`config.mk`:
```
export PLATFORM = sky130hd
export DESIGN_NAME = trace_brk_ctrl
export DESIGN_NICKNAME = d
export VERILOG_FILES = /design/src/rtl/tabc_pkg.sv /design/src/rtl/tabc_post_counter.sv /design/src/rtl/tabc_align_fsm.sv /design/src/rtl/tabc_brk_router.sv /design/src/rtl/trace_brk_ctrl.sv
export SDC_FILE = /design/constraint.sdc
export NUM_CORES = 1
export LEC_CHECK = 0
export BUFFER_PORTS_ARGS = -buffer_cell sky130_fd_sc_hd__buf_2
export CORE_MARGIN = 5
export CORE_UTILIZATION = 50
export CTS_BUF_LIST = sky130_fd_sc_hd__clkbuf_4
export DETAILED_ROUTE_END_ITERATION = 10
export PLACE_DENSITY = 0.8
export SYNTH_ARGS = -nofsm -noshare
export SYNTH_HDL_FRONTEND = slang
export SYNTH_HIERARCHICAL = 1
export SYNTH_SLANG_ARGS = --single-unit
export TNS_END_PERCENT = 1
```
`constraint.sdc`:
```
create_clock -name clk -period 2.1 [get_ports clk]
set_input_delay 0.105 -clock clk [delete_from_list [all_inputs] [get_ports clk]]
set_output_delay 0.105 -clock clk [all_outputs]
set_load 0.01 [all_outputs]
```
`src/rtl/tabc_pkg.sv`:
```
package tabc_pkg;

    typedef enum logic [1:0] {
        ST_IDLE  = 2'd0,
        ST_ARMED = 2'd1,
        ST_POST  = 2'd2,
        ST_DONE  = 2'd3
    } tabc_state_e;

    typedef enum logic [1:0] {
        AL_END   = 2'b00,
        AL_BEGIN = 2'b01,
        AL_MID   = 2'b10,
        AL_RSV   = 2'b11
    } tabc_align_e;

    typedef struct packed {
        logic en;
        logic sel;
        logic active;
    } tabc_route_t;

    // codes that may raise a breakpoint
    function automatic logic align_req_ok(tabc_align_e a);
        return a != AL_RSV;
    endfunction

    // codes that record entries before the trigger
    function automatic logic align_stores_pre(tabc_align_e a);
        return (a == AL_END) || (a == AL_MID);
    endfunction

    // codes that need a post-trigger phase
    function automatic logic align_has_post(tabc_align_e a);
        return (a == AL_BEGIN) || (a == AL_MID);
    endfunction

endpackage

```
`src/rtl/tabc_post_counter.sv`:
```
module tabc_post_counter #(
    parameter int POST_CNT = 32
) (
    input  logic clk,
    input  logic rst,
    input  logic clr,
    input  logic inc,
    output logic hit
);
    localparam int CW = $clog2(POST_CNT + 1);
    localparam logic [CW-1:0] LAST = CW'(POST_CNT - 1);
    localparam logic [CW-1:0] TOPV = CW'(POST_CNT);

    logic [CW-1:0] cnt;

    always_ff @(posedge clk) begin
        if (rst || clr)
            cnt <= '0;
        else if (inc && (cnt != TOPV))
            cnt <= cnt + 1'b1;
    end

    assign hit = inc && (cnt == LAST);

    // the FSM must leave the post phase on the terminal strobe
    assert_hit_once_R3: assert property (@(posedge clk) disable iff (rst)
        hit |=> !hit);

endmodule

```
`src/rtl/tabc_align_fsm.sv`:
```
module tabc_align_fsm
    import tabc_pkg::*;
(
    input  logic        clk,
    input  logic        rst,
    input  tabc_align_e align,
    input  logic        brk_now,
    input  logic        arm,
    input  logic        arm_rise,
    input  logic        cmp_trig,
    input  logic        sw_trig,
    input  logic        store_stb,
    input  logic        buf_full,
    input  logic        post_hit,
    output tabc_state_e state,
    output logic        trace_we,
    output logic        cnt_clr,
    output logic        cnt_inc,
    output logic        fire
);
    tabc_state_e st, st_n;
    tabc_align_e lmode, lmode_n;

    always_ff @(posedge clk) begin
        if (rst) begin
            st    <= ST_IDLE;
            lmode <= AL_END;
        end else begin
            st    <= st_n;
            lmode <= lmode_n;
        end
    end

    always_comb begin
        st_n    = st;
        lmode_n = lmode;
        fire    = 1'b0;
        cnt_clr = 1'b0;
        unique case (st)
            ST_IDLE: begin
                if (sw_trig) begin
                    st_n = ST_DONE;
                    fire = align_req_ok(align);
                end else if (arm) begin
                    st_n = ST_ARMED;
                end
            end
            ST_ARMED: begin
                if (!arm) begin
                    if (sw_trig) begin
                        st_n = ST_DONE;
                        fire = align_req_ok(align);
                    end else begin
                        st_n = ST_IDLE;
                    end
                end else if (cmp_trig || sw_trig) begin
                    if (!align_req_ok(align)) begin
                        st_n = ST_DONE;
                    end else if (brk_now || !align_has_post(align)) begin
                        st_n = ST_DONE;
                        fire = 1'b1;
                    end else begin
                        st_n    = ST_POST;
                        lmode_n = align;
                        cnt_clr = 1'b1;
                    end
                end
            end
            ST_POST: begin
                if (!arm) begin
                    st_n = ST_IDLE;
                end else if ((lmode == AL_BEGIN) && buf_full) begin
                    st_n = ST_DONE;
                    fire = 1'b1;
                end else if ((lmode == AL_MID) && post_hit) begin
                    st_n = ST_DONE;
                    fire = 1'b1;
                end
            end
            ST_DONE: begin
                if (arm_rise)
                    st_n = ST_ARMED;
            end
            default: st_n = ST_IDLE;
        endcase
    end

    assign cnt_inc = (st == ST_POST) && (lmode == AL_MID) && store_stb;

    always_comb begin
        trace_we = 1'b0;
        if (st == ST_ARMED)
            trace_we = store_stb && align_stores_pre(align);
        else if (st == ST_POST)
            trace_we = store_stb && ((lmode == AL_MID) ||
                                     ((lmode == AL_BEGIN) && !buf_full));
    end

    assign state = st;

    // once final, only a re-arm edge may leave
    assert_late_trig_R8: assert property (@(posedge clk) disable iff (rst)
        (st == ST_DONE && !arm_rise) |=> (st == ST_DONE));

    // reserved code never writes while armed
    assert_rsv_nowrite_R12: assert property (@(posedge clk) disable iff (rst)
        (st == ST_ARMED && align == AL_RSV) |-> !trace_we);

    // a post phase always uses an alignment that has one
    assert_post_mode_R7: assert property (@(posedge clk) disable iff (rst)
        (st == ST_POST) |-> align_has_post(lmode));

endmodule

```
`src/rtl/tabc_brk_router.sv`:
```
module tabc_brk_router
    import tabc_pkg::*;
(
    input  logic        clk,
    input  logic        rst,
    input  logic        fire,
    input  tabc_route_t route,
    input  logic        user_swi,
    output logic        mon_req,
    output logic        swi_req
);
    logic dbg_go, mon_n, swi_n;

    always_comb begin
        dbg_go = fire && route.en && !route.active;
        mon_n  = dbg_go && route.sel;
        swi_n  = (dbg_go && !route.sel) || (user_swi && !mon_n);
    end

    always_ff @(posedge clk) begin
        if (rst) begin
            mon_req <= 1'b0;
            swi_req <= 1'b0;
        end else begin
            mon_req <= mon_n;
            swi_req <= swi_n;
        end
    end

    assert_pulse_R13: assert property (@(posedge clk) disable iff (rst)
        mon_req |=> !mon_req);

    assert_route_R9: assert property (@(posedge clk) disable iff (rst)
        mon_req |-> $past(route.sel && !route.active));

    assert_prio_R10: assert property (@(posedge clk) disable iff (rst)
        mon_req |-> !swi_req);

    assert_enable_R5: assert property (@(posedge clk) disable iff (rst)
        (swi_req && !$past(user_swi)) |-> $past(route.en));

endmodule

```
`src/rtl/trace_brk_ctrl.sv`:
```
module trace_brk_ctrl
    import tabc_pkg::*;
#(
    parameter int POST_CNT = 32
) (
    input  logic       clk,
    input  logic       rst,
    input  logic [1:0] cfg_align,
    input  logic       cfg_brk_now,
    input  logic       cfg_brk_en,
    input  logic       cfg_mon_sel,
    input  logic       arm,
    input  logic       cmp_trig,
    input  logic       sw_trig,
    input  logic       store_stb,
    input  logic       buf_full,
    input  logic       mon_active,
    input  logic       user_swi,
    output logic       trace_we,
    output logic       trace_done,
    output logic       mon_req,
    output logic       swi_req
);
    logic        arm_q, arm_rise;
    logic        post_hit, cnt_clr, cnt_inc, fire;
    tabc_state_e state;
    tabc_route_t route;

    always_ff @(posedge clk) begin
        if (rst) arm_q <= 1'b0;
        else     arm_q <= arm;
    end
    assign arm_rise = arm && !arm_q;

    assign route = '{en: cfg_brk_en, sel: cfg_mon_sel, active: mon_active};

    tabc_post_counter #(.POST_CNT(POST_CNT)) u_cnt (
        .clk (clk),
        .rst (rst),
        .clr (cnt_clr),
        .inc (cnt_inc),
        .hit (post_hit)
    );

    tabc_align_fsm u_fsm (
        .clk       (clk),
        .rst       (rst),
        .align     (tabc_align_e'(cfg_align)),
        .brk_now   (cfg_brk_now),
        .arm       (arm),
        .arm_rise  (arm_rise),
        .cmp_trig  (cmp_trig),
        .sw_trig   (sw_trig),
        .store_stb (store_stb),
        .buf_full  (buf_full),
        .post_hit  (post_hit),
        .state     (state),
        .trace_we  (trace_we),
        .cnt_clr   (cnt_clr),
        .cnt_inc   (cnt_inc),
        .fire      (fire)
    );

    tabc_brk_router u_rt (
        .clk      (clk),
        .rst      (rst),
        .fire     (fire),
        .route    (route),
        .user_swi (user_swi),
        .mon_req  (mon_req),
        .swi_req  (swi_req)
    );

    assign trace_done = (state == ST_DONE);

    // the complete flag only drops on a re-arm edge
    assert_done_hold_R11: assert property (@(posedge clk) disable iff (rst)
        $fell(trace_done) |-> ($past(arm) && !$past(arm, 2)));

endmodule

```
==> flow_metrics.tcl <==
set metrics [dict create \
    outcome "finished, final reports clean" \
    drive_gt1_share_pct 26.02 \
    grt_max_degree 14 \
    antenna_left 0 \
    timing.final.crit_share_pct 94.92 \
    setup_ws_ns 0.1066 \
    vias_per_cell 5.689 \
    grt_antenna_before_repair 0 \
    path_cells "and2b_1 > and3_1 > nand2_1 > nor3_1 > and3b_1 > o21ai_1 > o32ai_2 > nand3b_4 > mux2_4" \
    stdcell_area_sq_mm 0.001065 \
    clk_pin_slew_ns 0.09 \
    avgSynthCellArea_sq_um 8.868 \
    dp_hpwl_um 1548 \
    clock_sinks 13 \
    clk_path_buf_depth 2 \
    worst_pin_slew_ns 0.3213 \
    cts_buffers 3 \
    ys_warn_count 6 \
    grt_pass1_wl_um 3360 \
    endpoint_kind "register" \
    die_w_um 52.74 \
    track_usage_pct 15.89 \
    cpMaxStageDelayCell "dfxtp_1" \
    first_iter_violations 19 \
    rsz0062_at_grt "no" \
    ys_seq_area_share_pct 28.49 \
    drt-total-wl_um 1960 \
    critPathMaxStageDelay_ns 0.31 \
    cp.arrival_ns 2.15 \
    fin_worst_skew_ns 0.01091 \
    async_reset_ff_share_pct 0 \
    fp.dieH_um 52.74 \
    vdd_drop_max_v 0.0002621 \
    fmax_mhz 501.7 \
    crit_required_ns 2.26 \
    cp-start-kind "register" \
    synth.distinct_cells 40 \
    root_buffer "clkbuf_4" \
    crit_fanout 4 \
    maxSlewHeadroom_pct 78.35 \
    pin_count 18 \
    antennaDiodeCount 0 \
    setup_viol_count_final 0 \
    dr.pass1.iters 4 \
    drc 0 \
    die_area_sq_mm 0.002782 \
    place_area_sq_mm 0.001035 \
    leakagePower_nw 0.4648 \
    utilization_pct 61.67 \
    power.density_mw_per_mm2 494.2 \
    finalHoldViolCount 0 \
    path_class "register to register" \
    routabilityCongestion 0.8252 \
    vias 842 \
    area_growth_pct 16.58 \
    synth_cells 103 \
    cts_tree "built" \
    row_count 15 \
    period_needed_ns 1.993 \
    drv_cap 0 \
    syn_nets 122 \
    wl_per_cell_um 13.24 \
    yosys_register_bits 13 \
    core_area_sq_mm 0.001727 \
    setup_tns_ns 0 \
    htree_num_levels 1 \
    layout.nets 143 \
    slew_viol_final 0 \
    syn_area_sq_um 913.4 \
    post-place-ws_ns 0.09959 \
    post_cts_resized 0 \
    start_util_pct 52.90 \
    synth-edff-count 0 \
    port_buffers 17 \
    grt_pass1_vias 851 \
    clk_latency_ns 0.27 \
    grt_overflow_total 0 \
    hp-class "primary input to register" \
    synth-main-ff-cell "dfxtp_1" \
]
-- synth_stat cells (4+ instances only) --
| cell type | number | area, sq um |
|---|---|---|
| a21oi_1 | 7 | 35.03 |
| dfxtp_1 | 13 | 260.3 |
| ha_1 | 5 | 62.56 |
| inv_1 | 4 | 15.01 |
| nand2_1 | 4 | 15.01 |
| nand4b_1 | 4 | 35.03 |
| nor2_1 | 9 | 33.78 |
| nor2b_1 | 4 | 25.02 |
| o21ai_0 | 6 | 30.03 |
-- registers in the layout, indices dropped and copies added (netlist names) --
register	count
u_cnt/cnt	6
u_fsm/state	2
u_rt/swi_req	1
arm_q	1
u_fsm/lmode	2
u_rt/mon_req	1
-- layout by cell type (no fill, tap or decap), types with 4 or more instances in the layout --
cell type	synthesis	layout
a21oi_1	7	7
buf_2	2	17
clkbuf_4	0	4
dfxtp_1	13	13
ha_1	5	5
inv_1	4	4
nand2_1	4	4
nand4b_1	4	4
nor2_1	9	9
nor2b_1	4	4
o21ai_0	6	5
-- path summary, 6_finish.rpt --
kind,start,end,slack (ns),depth (start not counted)
setup / recovery,u_fsm/state[0],u_rt/swi_req,0.11,9
hold / removal,cfg_mon_sel,u_rt/mon_req,0.12,2
setup reg to reg,u_fsm/state[0],u_rt/swi_req,0.11,9
hold reg to reg,u_fsm/lmode[1],u_fsm/lmode[1],0.52,2
-- cell type report --
type                            count  area, sq um
Fill cell                         164        661.9
Multi-Input combinational cell     82        620.6
Sequential cell                    13        260.3
Timing Repair Buffer               20        107.6
Tap cell                           25        31.28
Clock buffer                        4        30.03
Inverter                            4        15.01
-- power by group --
part,switching (W),total (W),internal (W)
Clock,0.0000796,0.000166,0.0000863
Sequential,0.00000341,0.000257,0.000254
Combinational,0.0000550,0.000103,0.0000482
Total,0.000138,0.000526,0.000388
-- worst max-delay path, delay by kind of cell (launching register included) --
family | cells | cell delay [ns]
compound gates | 2 | 0.30
simple gates | 6 | 0.96
flops | 1 | 0.31
mux | 1 | 0.30
-- what timing repair did --
action / in CTS / in global routing
endpoints found under the setup margin: 0 / 1
hold buffers: 0 / 0
buffers inserted: 0 / 0
-- logic make-up after synthesis --
logic type,count (synthesis),synth area share [%]
buffers and inverters,8,4.383
muxes,2,2.739
DFF,13,28.49
AOI/OAI and AO/OA,23,16.85
and+or+nand+nor,50,38.77
adders and majority gates,5,6.849
xor gates and xnor gates,2,1.918
-- per-stage QoR --
stage,hold WS [ns],power (W),std cells
finish,0.1191,0.0005262,148
global route,0.1090,0.0005557,148
CTS,0.1038,0.0005320,148
detailed placement,0.3885,0.0003650,144
global placement,0.3872,0.0003621,144
floorplan,0.1693,0.0003262,103
-- layer usage --
layer	vias to the layer above	GRT usage (%)	share of wire, %
met1	389	17.38	43
met5	-	0	0
met3	2	2.564	4.1
li1	430	-	-
met2	21	29.34	52
met4	0	7.234	0.87
No activity file was read; power rests on OpenSTA's default activity.
